### config.mk
export PLATFORM = sky130hd
export DESIGN_NAME = clksel_top
export DESIGN_NICKNAME = d
export VERILOG_FILES = /design/src/rtl/clksel_pkg.sv /design/src/rtl/clksel_regs.sv /design/src/rtl/clksel_path.sv /design/src/rtl/clksel_top.sv
export SDC_FILE = /design/constraint.sdc
export NUM_CORES = 1
export LEC_CHECK = 0
export BUFFER_PORTS_ARGS = -buffer_cell sky130_fd_sc_hd__buf_4
export CORE_ASPECT_RATIO = 1.1
export CORE_MARGIN = 5
export CORE_UTILIZATION = 40
export CTS_CLUSTER_DIAMETER = 80
export CTS_CLUSTER_SIZE = 10
export DETAILED_ROUTE_END_ITERATION = 12
export GPL_TIMING_DRIVEN = 0
export PLACE_DENSITY = 0.66
export SYNTH_ARGS = -nofsm -noshare
export SYNTH_HDL_FRONTEND = slang
export SYNTH_SLANG_ARGS = --single-unit
### constraint.sdc
create_clock -name clk -period 4.3 [get_ports clk]
set_input_delay 0.86 -clock clk [delete_from_list [all_inputs] [get_ports clk]]
set_output_delay 0.86 -clock clk [all_outputs]
set_load 0.05 [all_outputs]
### src/rtl/clksel_pkg.sv
`timescale 1ns/1ps
package clksel_pkg;
  localparam int CODE_W       = 3;
  localparam int MAX_SHIFT    = 5;
  localparam int CNT_W        = MAX_SHIFT;
  localparam int REG_W        = 16;
  localparam int ADDR_W       = 2;
  localparam int NUM_SRC      = 6;
  localparam int NUM_OUT      = 3;
  localparam int FIELD_STRIDE = 4;
  localparam int PIN_LSB      = 12;
  localparam int DCODIV_LSB   = 0;
  localparam int SUBOFF_BIT   = 8;

  localparam logic [REG_W-1:0] SEL_MASK  = 16'h0777;
  localparam logic [REG_W-1:0] DIV_MASK  = 16'h7777;
  localparam logic [REG_W-1:0] MISC_MASK = 16'h0107;

  typedef logic [CODE_W-1:0] code_t;

  // Last count value of a period for a divider code (2^k - 1, saturating at 32).
  function automatic logic [CNT_W-1:0] term_count(code_t d);
    int sh;
    sh = (int'(d) > MAX_SHIFT) ? MAX_SHIFT : int'(d);
    return CNT_W'((1 << sh) - 1);
  endfunction

  // Codes beyond the last real source alias onto the last one.
  function automatic code_t clamp_sel(code_t s, int nsrc);
    if (int'(s) >= nsrc) return code_t'(nsrc - 1);
    return s;
  endfunction
endpackage

### src/rtl/clksel_regs.sv
`timescale 1ns/1ps
module clksel_regs
  import clksel_pkg::*;
(
  input  logic              clk,
  input  logic              rst_n,
  input  logic              wr,
  input  logic [ADDR_W-1:0] addr,
  input  logic [REG_W-1:0]  wdata,
  output logic [REG_W-1:0]  rdata,
  output code_t             sel_f [NUM_OUT],
  output code_t             div_f [NUM_OUT],
  output code_t             pin_div,
  output code_t             dco_div,
  output logic              sub_off
);
  logic [REG_W-1:0] sel_q, div_q, misc_q;

  always_ff @(posedge clk) begin
    if (!rst_n) begin
      sel_q  <= '0;
      div_q  <= '0;
      misc_q <= '0;
    end else if (wr) begin
      case (addr)
        ADDR_W'(0): sel_q  <= wdata & SEL_MASK;
        ADDR_W'(1): div_q  <= wdata & DIV_MASK;
        ADDR_W'(2): misc_q <= wdata & MISC_MASK;
        default: ;
      endcase
    end
  end

  always_comb begin
    case (addr)
      ADDR_W'(0): rdata = sel_q;
      ADDR_W'(1): rdata = div_q;
      ADDR_W'(2): rdata = misc_q;
      default:    rdata = '0;
    endcase
  end

  for (genvar i = 0; i < NUM_OUT; i++) begin : g_fields
    assign sel_f[i] = sel_q[FIELD_STRIDE*i +: CODE_W];
    assign div_f[i] = div_q[FIELD_STRIDE*i +: CODE_W];
  end

  assign pin_div = div_q[PIN_LSB +: CODE_W];
  assign dco_div = misc_q[DCODIV_LSB +: CODE_W];
  assign sub_off = misc_q[SUBOFF_BIT];
endmodule

### src/rtl/clksel_path.sv
`timescale 1ns/1ps
module clksel_path
  import clksel_pkg::*;
#(
  parameter int NSRC = NUM_SRC
) (
  input  logic            clk,
  input  logic            rst_n,
  input  logic [NSRC-1:0] src_pulse,
  input  code_t           sel_req,
  input  code_t           div_req,
  output logic            out_pulse,
  output logic            picked_pulse
);
  localparam int PAD_N = 1 << CODE_W;

  logic [CNT_W-1:0] cnt;
  code_t            act_sel, act_div, eff_sel, eff_div;
  logic [PAD_N-1:0] padded;
  logic             at_boundary, hit;

  // New settings are accepted only with no partial period in flight.
  assign at_boundary = (cnt == '0);
  assign eff_sel     = at_boundary ? sel_req : act_sel;
  assign eff_div     = at_boundary ? div_req : act_div;

  always_comb begin
    padded = '0;
    padded[NSRC-1:0] = src_pulse;
  end

  assign picked_pulse = padded[clamp_sel(eff_sel, NSRC)];
  assign hit          = picked_pulse && (cnt == term_count(eff_div));

  always_ff @(posedge clk) begin
    if (!rst_n) begin
      cnt       <= '0;
      act_sel   <= '0;
      act_div   <= '0;
      out_pulse <= 1'b0;
    end else begin
      act_sel   <= eff_sel;
      act_div   <= eff_div;
      out_pulse <= hit;
      if (picked_pulse) cnt <= hit ? '0 : cnt + 1'b1;
    end
  end
endmodule

### src/rtl/clksel_top.sv
`timescale 1ns/1ps
module clksel_top
  import clksel_pkg::*;
(
  input  logic              clk,
  input  logic              rst_n,
  input  logic              src_lf_xtal,
  input  logic              src_ulp_osc,
  input  logic              src_ref32k,
  input  logic              src_dco,
  input  logic              src_hf_xtal,
  input  logic              reg_wr,
  input  logic [ADDR_W-1:0] reg_addr,
  input  logic [REG_W-1:0]  reg_wdata,
  output logic [REG_W-1:0]  reg_rdata,
  output logic              main_en,
  output logic              sub_en,
  output logic              aux_en,
  output logic              aux_pin_en
);
  code_t sel_f [NUM_OUT];
  code_t div_f [NUM_OUT];
  code_t pin_div, dco_div;
  logic  sub_off;

  logic [NUM_SRC-1:0] srcs;
  logic [NUM_OUT-1:0] path_out, path_pick;
  logic               dco_div_pulse, dco_div_pick, pin_pick;

  // Named events for the bound checker.
  logic main_pick, sub_pick, aux_pick;

  clksel_regs u_regs (
    .clk(clk), .rst_n(rst_n), .wr(reg_wr), .addr(reg_addr), .wdata(reg_wdata),
    .rdata(reg_rdata), .sel_f(sel_f), .div_f(div_f), .pin_div(pin_div),
    .dco_div(dco_div), .sub_off(sub_off)
  );

  // Internal divided-DCO source.
  clksel_path #(.NSRC(1)) u_dco_div (
    .clk(clk), .rst_n(rst_n), .src_pulse(src_dco), .sel_req('0),
    .div_req(dco_div), .out_pulse(dco_div_pulse), .picked_pulse(dco_div_pick)
  );

  // Index order is the select code order.
  assign srcs = {src_hf_xtal, dco_div_pulse, src_dco, src_ref32k, src_ulp_osc, src_lf_xtal};

  for (genvar i = 0; i < NUM_OUT; i++) begin : g_out
    clksel_path #(.NSRC(NUM_SRC)) u_path (
      .clk(clk), .rst_n(rst_n), .src_pulse(srcs), .sel_req(sel_f[i]),
      .div_req(div_f[i]), .out_pulse(path_out[i]), .picked_pulse(path_pick[i])
    );
  end

  // Second divider on the auxiliary output for the pin.
  clksel_path #(.NSRC(1)) u_pin_div (
    .clk(clk), .rst_n(rst_n), .src_pulse(path_out[2]), .sel_req('0),
    .div_req(pin_div), .out_pulse(aux_pin_en), .picked_pulse(pin_pick)
  );

  assign main_pick = path_pick[0];
  assign sub_pick  = path_pick[1];
  assign aux_pick  = path_pick[2];

  assign main_en = path_out[0];
  assign sub_en  = path_out[1] & ~sub_off;
  assign aux_en  = path_out[2];
endmodule

==> impl_metrics.json <==
{
  "viasPerCell": 5.52,
  "p_per_area_mw_per_mm2": 491,
  "place.gp.congestion": 0.903,
  "critPathArrivalTime_ps": 4060,
  "grt_pass1_vias": 4085,
  "cts_buffers": 9,
  "synthFlopType": "dfxtp_1",
  "synth.avg_cell_area_um2": 8.13,
  "cp_top_family": "simple AND/OR/NAND/NOR gates",
  "worstPathRequired_ps": 4530,
  "die_area_mm2": 0.0140,
  "synth-seq-cells": 79,
  "area_delta_synth_final_pct": 16.2,
  "start_util_pct": 40.9,
  "diodes": 0,
  "cts_hold_buf": 0,
  "port_buffers": 36,
  "p_total_mw": 2.68,
  "route.vias.total": 4326,
  "fin_skew_ps": 7.21,
  "drv_slew": 0,
  "fin_crit_ps": 3830,
  "nets": 669,
  "postRouteAntennaNets": 0,
  "clock-sinks": 79,
  "synth_cell_types": 69,
  "hold_viol": 0,
  "cts_tree": "done",
  "die_h_um": 124,
  "grt_setup_unrepaired": "no",
  "min_path_type": "flip-flop to flip-flop",
  "finalSetupTns_ps": 0,
  "drtIter0Drc": 366,
  "wirelength_mm": 12.2,
  "wl_per_cell_um": 15.6,
  "postSynth.asyncResetShare_pct": 0,
  "fmax_mhz": 261,
  "dp_hpwl_mm": 8.93,
  "setup_viol": 0,
  "cts_resized": 0,
  "slowest_delay_ps": 660,
  "drc": 0,
  "synthCells": 578,
  "maxCapViolations": 0,
  "timing.critical_path.cells": "inv_1 > ha_1 > nor4b_1 > clkbuf_1 > a31oi_1 > ha_1 > xnor2_1 > nand3b_1 > a221o_1 > nor4_2 > o21ai_0 > a32o_1",
  "slew_headroom_pct": 26.3,
  "critPathMaxFanout": 10,
  "cpMaxStageDelayCell": "nor4b_1",
  "htreeDepth": 3,
  "syn_area_mm2": 0.00470,
  "leakage_nw": 2.12,
  "cpMostUsedCell": "ha_1",
  "dieWidth_um": 113,
  "grt_overflow": 0,
  "core_mm2": 0.0115,
  "cp-end-kind": "flip-flop",
  "cts_setup_buffers": 0,
  "path_clk_slew_ps": 60,
  "worstSetupPathType": "flip-flop to flip-flop",
  "layout_commonest_cell": "dfxtp_1",
  "root_buffer": "clkbuf_16",
  "ctsLongestPathBuffers": 2,
  "post-route-period-util_pct": 89.1,
  "clkLatencyLatePin_ps": 340,
  "grt_use_total_pct": 17.2,
  "grt_pass1_wl_mm": 19.5,
  "place_area_mm2": 0.00517,
  "antenna_found_initial": 0,
  "grt_max_degree": 13,
  "num_rows": 41,
  "seq_area_frac_synth_pct": 33.7,
  "worstMarginPinSlew_ps": 1090,
  "synth_edf_count": 0,
  "crit_buf_inv": 2,
  "design_area_mm2": 0.00546,
  "layout_common_cells": "dfxtp_1, nand2_1, nor2_1, a21oi_1, mux2i_1",
  "startpoint_type": "flip-flop",
  "ys_warn_count": 0,
  "firstDrtPassIters": 5,
  "final_layout_size_suffix_gt1_share_pct": 13.1,
  "pin_count": 46,
  "status": "finished, final reports clean",
  "ir_drop_mv": 0.229
}
[final cells by class]
class | count | area (um^2)
Timing Repair Buffer | 36 | 270
Inverter | 21 | 78.8
Clock buffer | 12 | 246
Clock inverter | 4 | 45.0
Buffer | 41 | 224
Fill cell | 1148 | 6030
Tap cell | 150 | 188
Multi-Input combinational cell | 440 | 2830
Sequential cell | 79 | 1580
[logic make-up (layout without fill, tap and decap cells)]
| logic type | Yosys count | in the layout | share of synthesized area [%] |
|---|---|---|---|
| and+or+nand+nor | 241 | 241 | 26.5 |
| AOI/OAI and AO/OA | 113 | 113 | 15.2 |
| DFF | 79 | 79 | 33.7 |
| buffers and inverters | 62 | 114 | 6.44 |
| muxes | 50 | 50 | 10.9 |
| xor gates and xnor gates | 17 | 17 | 3.17 |
| adders and majority gates | 15 | 15 | 3.99 |
| other | 1 | 4 | 0.0798 |
[worst paths after layout]
kind,end,cells past startpoint,slack (ps),start
max reg2reg,g_out[1].u_path.cnt[2]$_SDFFE_PN0P_,12,470,g_out[1].u_path.cnt[0]$_SDFFE_PN0P_
min reg2reg,u_regs.div_q[12]$_SDFFE_PN0P_,2,490,u_regs.div_q[12]$_SDFFE_PN0P_
max,g_out[1].u_path.cnt[2]$_SDFFE_PN0P_,12,470,g_out[1].u_path.cnt[0]$_SDFFE_PN0P_
min,u_regs.div_q[12]$_SDFFE_PN0P_,2,490,u_regs.div_q[12]$_SDFFE_PN0P_
[report_power, final]
group | internal [mW] | switching [mW]
combinational | 0.454 | 0.618
clock | 0.463 | 0.293
sequential | 0.790 | 0.0624
total | 1.71 | 0.974
[per-stage QoR]
stage                     util, %  hold WS [ps]  instances  setup slack, ps
after CTS                    47.5           489        783              523
final                        47.5           485        783              470
after global placement       45.0           459        767              629
after global routing         47.5           519        783              156
after detailed placement     45.0           476        767              540
after floorplan                 -           444        581             1040
[layer usage]
layer / GRT usage, % / vias to the layer above / share of wire (%)
met5: 0 / - / 0
met4: 7.06 / 0 / 2.6
met3: 3.55 / 30 / 4.3
met2: 29.6 / 106 / 48
met1: 21.0 / 2053 / 45
li1: - / 2137 / -
[Yosys cell counts (2+ instances only)]
master / number / area share, %
xor2_1: 6 / 1.1
nand2_1: 69 / 5.5
mux2_2: 4 / 0.96
nand4_1: 5 / 0.67
o21ai_0: 20 / 2.1
buf_2: 3 / 0.32
buf_4: 6 / 0.96
or4_1: 3 / 0.48
nor2b_1: 6 / 0.80
mux2i_1: 44 / 9.4
or4b_1: 4 / 0.85
clkbuf_2: 2 / 0.21
nor3_1: 25 / 2.7
a2bb2oi_1: 3 / 0.56
dfxtp_1: 79 / 34
ha_1: 15 / 4.0
a31o_2: 2 / 0.37
nor2_1: 59 / 4.7
and2_1: 7 / 0.93
o21ai_1: 4 / 0.43
and3_1: 5 / 0.67
nand2b_1: 4 / 0.53
clkbuf_1: 22 / 1.8
o21a_1: 2 / 0.32
buf_6: 4 / 0.96
or3_1: 4 / 0.53
a2111oi_0: 2 / 0.37
nand3_1: 14 / 1.5
a32o_1: 3 / 0.64
nor4b_1: 8 / 1.5
mux2i_2: 2 / 0.59
o211ai_1: 2 / 0.32
o221ai_1: 2 / 0.37
nand3b_1: 10 / 1.6
a21oi_1: 46 / 4.9
xnor2_1: 11 / 2.1
a22oi_1: 3 / 0.48
nor4b_2: 2 / 0.64
a31oi_1: 6 / 0.80
inv_1: 21 / 1.7
nor3b_1: 7 / 1.1
a211o_1: 3 / 0.56
buf_1: 3 / 0.24
[sequential cells by signal, summed over array words and instances (netlist names)]
signal / cells
g_out.u_path.act_div: 9
g_out.u_path.act_sel: 9
g_out.u_path.cnt: 15
g_out.u_path.out_pulse: 3
u_dco_div.act_div: 3
u_dco_div.cnt: 5
u_dco_div.out_pulse: 1
u_pin_div.act_div: 3
u_pin_div.cnt: 5
u_pin_div.out_pulse: 1
u_regs.div_q: 12
u_regs.misc_q: 4
u_regs.sel_q: 9
[worst register-to-register path, cell delays in order (launching register included)]
cell	delay [ps]
dfxtp_1	350
inv_1	130
ha_1	170
nor4b_1	660
clkbuf_1	390
a31oi_1	150
ha_1	220
xnor2_1	320
nand3b_1	140
a221o_1	330
nor4_2	400
o21ai_0	180
a32o_1	280
Power figures use the tool's default switching activity.
